### config.mk
export PLATFORM = sky130hd
export DESIGN_NAME = scrub_patrol
export DESIGN_NICKNAME = d
export VERILOG_FILES = /design/src/rtl/scrub_pkg.sv /design/src/rtl/scrub_rate_timer.sv /design/src/rtl/scrub_line_addr.sv /design/src/rtl/scrub_patrol.sv
export SDC_FILE = /design/constraint.sdc
export NUM_CORES = 1
export LEC_CHECK = 0
export ABC_AREA = 1
export BUFFER_PORTS_ARGS = -buffer_cell sky130_fd_sc_hd__buf_4
export CORE_UTILIZATION = 52
export CTS_BUF_LIST = sky130_fd_sc_hd__clkbuf_16
export CTS_CLUSTER_DIAMETER = 50
export DETAILED_ROUTE_END_ITERATION = 6
export PLACE_DENSITY_LB_ADDON = 0.2
export RECOVER_POWER = 25
export SYNTH_ARGS = -nofsm -noshare
export SYNTH_HDL_FRONTEND = slang
export SYNTH_SLANG_ARGS = --single-unit
### constraint.sdc
create_clock -name clk -period 2.7 [get_ports clk]
set_input_delay 0.27 -clock clk [delete_from_list [all_inputs] [get_ports clk]]
set_output_delay 0.27 -clock clk [all_outputs]
set_load 0.01 [all_outputs]
### src/rtl/scrub_pkg.sv
package scrub_pkg;
    localparam int CODE_W   = 5;
    localparam int MAX_CODE = 22;
    localparam int CH_N     = 3;
    localparam int CH_L1    = 0;
    localparam int CH_L2    = 1;
    localparam int CH_MEM   = 2;
    localparam int LO_W     = 26;

    typedef enum logic [1:0] {
        SEL_RATE = 2'd0,
        SEL_ALO  = 2'd1,
        SEL_AHI  = 2'd2,
        SEL_STAT = 2'd3
    } reg_sel_e;

    function automatic logic [CODE_W-1:0] sat_code(input logic [CODE_W-1:0] c);
        return (c > CODE_W'(MAX_CODE)) ? CODE_W'(MAX_CODE) : c;
    endfunction
endpackage

### src/rtl/scrub_rate_timer.sv
module scrub_rate_timer #(
    parameter int TICK_CYC = 20,
    parameter int CODE_W   = 5,
    parameter int MAX_CODE = 22
) (
    input  logic              clk,
    input  logic              rst_n,
    input  logic [CODE_W-1:0] code_i,
    input  logic              enable_i,
    input  logic              restart_i,
    input  logic              ack_i,
    output logic              req_o
);
    localparam int PRE_W = (TICK_CYC > 1) ? $clog2(TICK_CYC) : 1;
    localparam int CNT_W = MAX_CODE;

    typedef struct packed {
        logic [PRE_W-1:0] pre;
        logic [CNT_W-1:0] cnt;
        logic             req;
    } tmr_t;

    tmr_t st_d, st_q;
    logic [CNT_W:0]   span;
    logic [CNT_W-1:0] lim;
    logic             tick;

    always_comb begin
        span = (CNT_W+1)'(1) << code_i;
        lim  = CNT_W'(span - 1'b1);
        tick = (st_q.pre == PRE_W'(TICK_CYC - 1));
        st_d = st_q;
        if (st_q.req && ack_i) st_d.req = 1'b0;
        if (restart_i || !enable_i) begin
            st_d.pre = '0;
            st_d.cnt = '0;
        end else if (!st_q.req) begin
            if (tick) begin
                st_d.pre = '0;
                if (st_q.cnt == lim) begin
                    st_d.req = 1'b1;
                    st_d.cnt = '0;
                end else begin
                    st_d.cnt = st_q.cnt + 1'b1;
                end
            end else begin
                st_d.pre = st_q.pre + 1'b1;
            end
        end
    end

    always_ff @(posedge clk or negedge rst_n) begin
        if (!rst_n) st_q <= '0;
        else        st_q <= st_d;
    end

    assign req_o = st_q.req;

    assert_req_hold_R4: assert property (@(posedge clk) disable iff (!rst_n)
        (req_o && !ack_i) |=> req_o);
    assert_count_frozen_R4: assert property (@(posedge clk) disable iff (!rst_n)
        (req_o && !ack_i) |=> $stable(st_q.cnt));
    assert_no_rise_when_off_R2: assert property (@(posedge clk) disable iff (!rst_n)
        $rose(req_o) |-> $past(enable_i));
    assert_code_in_range_R6: assert property (@(posedge clk) disable iff (!rst_n)
        code_i <= CODE_W'(MAX_CODE));
endmodule

### src/rtl/scrub_line_addr.sv
module scrub_line_addr #(
    parameter int LINE_W = 34,
    parameter int LO_W   = 26
) (
    input  logic              clk,
    input  logic              rst_n,
    input  logic              lo_wr_i,
    input  logic              hi_wr_i,
    input  logic [31:0]       wdata_i,
    input  logic              step_i,
    input  logic              redir_valid_i,
    input  logic [LINE_W-1:0] redir_line_i,
    output logic [LINE_W-1:0] seq_o,
    output logic              redir_en_o,
    output logic [LINE_W-1:0] line_o
);
    localparam int HI_W = LINE_W - LO_W;

    typedef struct packed {
        logic [LINE_W-1:0] seq;
        logic [LINE_W-1:0] tgt;
        logic              redir_en;
        logic              pend;
    } addr_t;

    addr_t st_d, st_q;

    always_comb begin
        st_d = st_q;
        if (step_i) begin
            if (st_q.pend) st_d.pend = 1'b0;
            else           st_d.seq  = st_q.seq + 1'b1;
        end
        if (lo_wr_i) begin
            st_d.seq[LO_W-1:0] = wdata_i[31:6];
            st_d.redir_en      = wdata_i[0];
        end
        if (hi_wr_i) st_d.seq[LINE_W-1:LO_W] = wdata_i[HI_W-1:0];
        if (redir_valid_i && st_q.redir_en) begin
            st_d.pend = 1'b1;
            st_d.tgt  = redir_line_i;
        end
    end

    always_ff @(posedge clk or negedge rst_n) begin
        if (!rst_n) st_q <= '0;
        else        st_q <= st_d;
    end

    assign seq_o      = st_q.seq;
    assign redir_en_o = st_q.redir_en;
    assign line_o     = st_q.pend ? st_q.tgt : st_q.seq;

    assert_seq_step_R9: assert property (@(posedge clk) disable iff (!rst_n)
        (step_i && !st_q.pend && !lo_wr_i && !hi_wr_i) |=> (seq_o == $past(seq_o) + 1'b1));
    assert_redirect_keeps_seq_R10: assert property (@(posedge clk) disable iff (!rst_n)
        (step_i && st_q.pend && !lo_wr_i && !hi_wr_i) |=> $stable(seq_o));
    assert_redirect_ignored_R11: assert property (@(posedge clk) disable iff (!rst_n)
        (!st_q.redir_en && !st_q.pend && !lo_wr_i) |=> !st_q.pend);
endmodule

### src/rtl/scrub_patrol.sv
module scrub_patrol
    import scrub_pkg::*;
#(
    parameter int TICK_CYC = 20,
    parameter int ADDR_W   = 40,
    parameter int LINE_W   = ADDR_W - 6
) (
    input  logic              clk,
    input  logic              rst_n,
    input  logic              reg_wr,
    input  logic [1:0]        reg_sel,
    input  logic [31:0]       reg_wdata,
    output logic [31:0]       reg_rdata,
    input  logic              interleave_en,
    output logic [CH_N-1:0]   scrub_req,
    input  logic [CH_N-1:0]   scrub_ack,
    input  logic              redir_valid,
    input  logic [LINE_W-1:0] redir_line,
    output logic [LINE_W-1:0] dram_line,
    output logic              dram_off
);
    typedef struct packed {
        logic [CH_N-1:0][CODE_W-1:0] code;
    } rate_t;

    rate_t             st_d, st_q;
    logic              rate_wr;
    logic [CH_N-1:0]   ch_en;
    logic [LINE_W-1:0] seq_line;
    logic              redir_en;

    assign rate_wr = reg_wr && (reg_sel == SEL_RATE);

    always_comb begin
        st_d = st_q;
        if (rate_wr) begin
            for (int i = 0; i < CH_N; i++)
                st_d.code[i] = sat_code(reg_wdata[8*i +: CODE_W]);
        end
    end

    always_ff @(posedge clk or negedge rst_n) begin
        if (!rst_n) st_q <= '0;
        else        st_q <= st_d;
    end

    assign dram_off = interleave_en || (st_q.code[CH_MEM] == '0);

    generate
        for (genvar g = 0; g < CH_N; g++) begin : g_ch
            if (g == CH_MEM) begin : g_mem_en
                assign ch_en[g] = !dram_off;
            end else begin : g_cache_en
                assign ch_en[g] = (st_q.code[g] != '0);
            end
            scrub_rate_timer #(
                .TICK_CYC(TICK_CYC),
                .CODE_W  (CODE_W),
                .MAX_CODE(MAX_CODE)
            ) u_tmr (
                .clk      (clk),
                .rst_n    (rst_n),
                .code_i   (st_q.code[g]),
                .enable_i (ch_en[g]),
                .restart_i(rate_wr),
                .ack_i    (scrub_ack[g]),
                .req_o    (scrub_req[g])
            );
        end
    endgenerate

    scrub_line_addr #(
        .LINE_W(LINE_W),
        .LO_W  (LO_W)
    ) u_addr (
        .clk          (clk),
        .rst_n        (rst_n),
        .lo_wr_i      (reg_wr && (reg_sel == SEL_ALO)),
        .hi_wr_i      (reg_wr && (reg_sel == SEL_AHI)),
        .wdata_i      (reg_wdata),
        .step_i       (scrub_req[CH_MEM] && scrub_ack[CH_MEM]),
        .redir_valid_i(redir_valid),
        .redir_line_i (redir_line),
        .seq_o        (seq_line),
        .redir_en_o   (redir_en),
        .line_o       (dram_line)
    );

    always_comb begin
        reg_rdata = '0;
        case (reg_sel)
            SEL_RATE: begin
                for (int i = 0; i < CH_N; i++)
                    reg_rdata[8*i +: CODE_W] = st_q.code[i];
            end
            SEL_ALO:  reg_rdata = {seq_line[LO_W-1:0], 5'b0, redir_en};
            SEL_AHI:  reg_rdata = 32'(seq_line[LINE_W-1:LO_W]);
            default:  reg_rdata = {31'b0, dram_off};
        endcase
    end

    assert_interleave_blocks_R7: assert property (@(posedge clk) disable iff (!rst_n)
        $rose(scrub_req[CH_MEM]) |-> !$past(interleave_en));
endmodule

==> results.sh <==
export IMPL_status="completed"
export IMPL_ys_warn_count=0
export IMPL_criticalPathCategory="reg2reg"
export IMPL_die_h_um=160
export IMPL_crit_path_start="st_q[13]"
export IMPL_antenna_found_initial=1
export IMPL_cp_max_fo=6
export IMPL_yosys_area_top_type="dfrtp_1"
export IMPL_crit_slowest_cell="dfrtp_2"
export IMPL_cp_depth=14
export IMPL_r2r_start="st_q[13]"
export IMPL_wl_met3_um=2730
export IMPL_first_global_vias=13400
export IMPL_synth_distinct_cells=52
export IMPL_wl_met1_um=17300
export IMPL_wl_um=40000
export IMPL_hold_slack_ns=0.0342
export IMPL_layout_drive_gt1_share_pct=15.2
export IMPL_reg2reg_depth=14
export IMPL_path_delay_family="simple AND/OR/NAND/NOR gates"
export IMPL_dieArea_um2=25700
export IMPL_cts_sinks=169
export IMPL_nNetsFinal=2266
export IMPL_whs_path_depth=2
export IMPL_crit_chain="inv_1 -> nand2_1 -> nor2_2 -> nand2_1 -> ha_2 -> nand3_1 -> inv_1 -> o21ai_0 -> xor2_1 -> nor2_4 -> buf_4 -> buf_4 -> nand3_1 -> o21ai_0"
export IMPL_cp_required_ns=3.04
export IMPL_critical_path_max_stage_delay_ns=0.40
export IMPL_n_fill_cell=2306
export IMPL_syn_to_final_growth_pct=18.8
export IMPL_met2_length_um=18700
export IMPL_tritoncts="done"
export IMPL_finalMaxSlewViolations=0
export IMPL_min_period_ns=2.60
export IMPL_fin_ws_ns=0.103
export IMPL_synth_async_reset_ratio_pct=100
export IMPL_ir_drop_uv=437
export IMPL_syn_area_um2=13100
export IMPL_top_layer="met4"
export IMPL_fin_crit_sh_pct=96.2
export IMPL_clk_latency_ns=0.46
export IMPL_io_buffers=145
export IMPL_design_core_area_um2=24500
export IMPL_gr_usage_all_layers_pct=31.4
export IMPL_pre_cts_slack_ns=-0.0349
export IMPL_fmax_ghz=0.385
export IMPL_power_density_nw_per_um2=580
export IMPL_ys_seq_area_share_pct=32.4
export IMPL_syn_avg_cell_area_um2=6.51
export IMPL_clk_path_buf_depth=2
export IMPL_post_dp_hpwl_um=30200
export IMPL_io_pins=146
export IMPL_routed_via_density=5.53
export IMPL_hp_start="redir_line[13]"
export IMPL_grt_pass1_wl_um=65200
export IMPL_post_route_drc_count=0
export IMPL_cp_num_buf_inv=4
export IMPL_wl_per_cell_um=15.9
export IMPL_start_util_pct=53.4
export IMPL_setup_violations=0
export IMPL_vias=13900
export IMPL_hold_viol=0
export IMPL_place_congestion=0.974
export IMPL_power_mw=9.00
export IMPL_ys_flop_type="dfrtp_1"
export IMPL_start_kind="flip-flop"
export IMPL_synth_nets=2095
export IMPL_cap_violations=0
export IMPL_power_leakage_nw=8.06
export IMPL_first_pass_iters=6
export IMPL_r2r_end="g_ch[2].u_tmr.req_o"
export IMPL_die_x_um=160
export IMPL_placementRows=57
export IMPL_cts_root_buf="clkbuf_16"
export IMPL_syn_instance_count=2005
export IMPL_area_sequential_um2=4240
export IMPL_ant_nets=0
export IMPL_hp_class="in2reg"
export IMPL_slew_headroom_pct=5.42
export IMPL_clk_pin_slew_worst_paths_ns=0.09
export IMPL_synth_top_area_share_pct=32.4
export IMPL_cp_end_kind="flip-flop"
export IMPL_cp_arrival_ns=2.94
export IMPL_utilization_pct=63.4
export IMPL_reg2reg_slack_ns=0.10
export IMPL_hold_end="u_addr.st_q[15]"
export IMPL_tightest_slew_ns=1.42
export IMPL_synth_seq_cells=169
export IMPL_synth_edff_count=0
export IMPL_cts_buffers_inserted=17
export IMPL_overflow=0
export IMPL_synth_area_leaders="dfrtp_1 32%, nand2_1 18%, inv_1 7.4%"
export IMPL_fin_worst_skew_ns=0.0178
export IMPL_grt_max_degree=69
export IMPL_h_tree_depth=4
export IMPL_multi_input_area_um2=7610
export IMPL_initialDrtViolationCount=1175
[power breakdown]
part           switching [mW]  total, mW  internal [mW]
registers               0.346       3.27           2.92
clock network            1.34       2.70           1.36
logic                    1.80       3.04           1.24
total                    3.48       9.00           5.52
[per-stage QoR]
step | setup TNS, ns | instances | instance area (um^2)
5_1_grt | -0.187 | 2514 | 15500
3_5_place_dp | -0.201 | 2467 | 14700
6_report | 0 | 2514 | 15500
2_1_floorplan | 0 | 2005 | 13100
4_1_cts | 0 | 2500 | 15400
3_3_place_gp | 0 | 2467 | 14700
[area by class of cell]
type / instances / area share (%)
flip-flops and latches: 169 / 27.3
diodes: 1 / 0.0161
multi-input cells: 1504 / 49.1
well taps: 324 / 2.61
clock inverters: 15 / 1.42
inverters: 273 / 6.61
repair buffers: 211 / 10.3
clock buffers: 17 / 2.74
[state kept, by name, summed over array words and instances, names as in the netlist]
register,flops
u_addr.st_q,35
u_addr.redir_en_o,1
st_q,15
g_ch.u_tmr.st_q,81
u_addr.seq_o,34
g_ch.u_tmr.req_o,3
[what timing repair did]
action / 4_1_cts / 5_1_grt
hold buffers: 1 / 1
buffers inserted: 0 / 9
gates resized for setup: 1 / 28
cloned: 0 / 3
hold endpoints to repair: 47 / 1
pin swaps: 0 / 7
setup endpoints to repair: 21 / 63
[worst max-delay path by stage]
stage / end
2_1_floorplan: g_ch[0].u_tmr.st_q[13]
3_3_place_gp: g_ch[2].u_tmr.st_q[20]
3_5_place_dp: g_ch[2].u_tmr.st_q[19]
4_1_cts: g_ch[2].u_tmr.st_q[19]
5_1_grt: g_ch[2].u_tmr.st_q[3]
6_report: g_ch[2].u_tmr.req_o
[placed cells by master (no fill, tap or decap), drive strengths merged, types with 14 or more instances in the layout]
cell type / instances
nand4: 39
clkbuf: 25
ha: 14
o22ai: 21
buf: 201
nor3: 41
mux2: 35
o211ai: 17
nand3: 198
a21oi: 52
inv: 276
nor2: 210
dfrtp: 169
nand2: 627
xor2: 78
o21ai: 102
[kinds of logic after synthesis]
family	count (synthesis)	share of synthesized area, %
AND/OR/NAND/NOR	1133	36.9
buffers and inverters	335	10.1
AO/OA/AOI/OAI	229	10.2
flip-flops	169	32.4
XOR/XNOR	90	6.14
multiplexers	35	3.02
adder cells (fa/ha/maj)	14	1.34
[per-layer routing]
| metal | up-vias | GRT usage (%) |
|---|---|---|
| li1 | 6805 | - |
| met1 | 6443 | 40.2 |
| met2 | 551 | 52.3 |
| met3 | 91 | 5.40 |
| met4 | 0 | 12.8 |
| met5 | - | 0 |
[cell usage after synthesis, types with 11 or more instances]
| master | n |
|---|---|
| a31oi_1 | 11 |
| o211ai_1 | 17 |
| mux2_2 | 35 |
| inv_2 | 11 |
| ha_1 | 14 |
| nand3_1 | 194 |
| inv_1 | 259 |
| o221ai_1 | 11 |
| a21oi_1 | 51 |
| dfrtp_1 | 169 |
| xnor2_1 | 11 |
| nand2_1 | 622 |
| xor2_1 | 78 |
| nor3_1 | 40 |
| o21ai_0 | 97 |
| nand4_1 | 38 |
| o22ai_1 | 21 |
| nor2_1 | 196 |
| clkbuf_1 | 41 |
| nor2_2 | 11 |
Note: power is estimated with default switching activity, not from simulation.
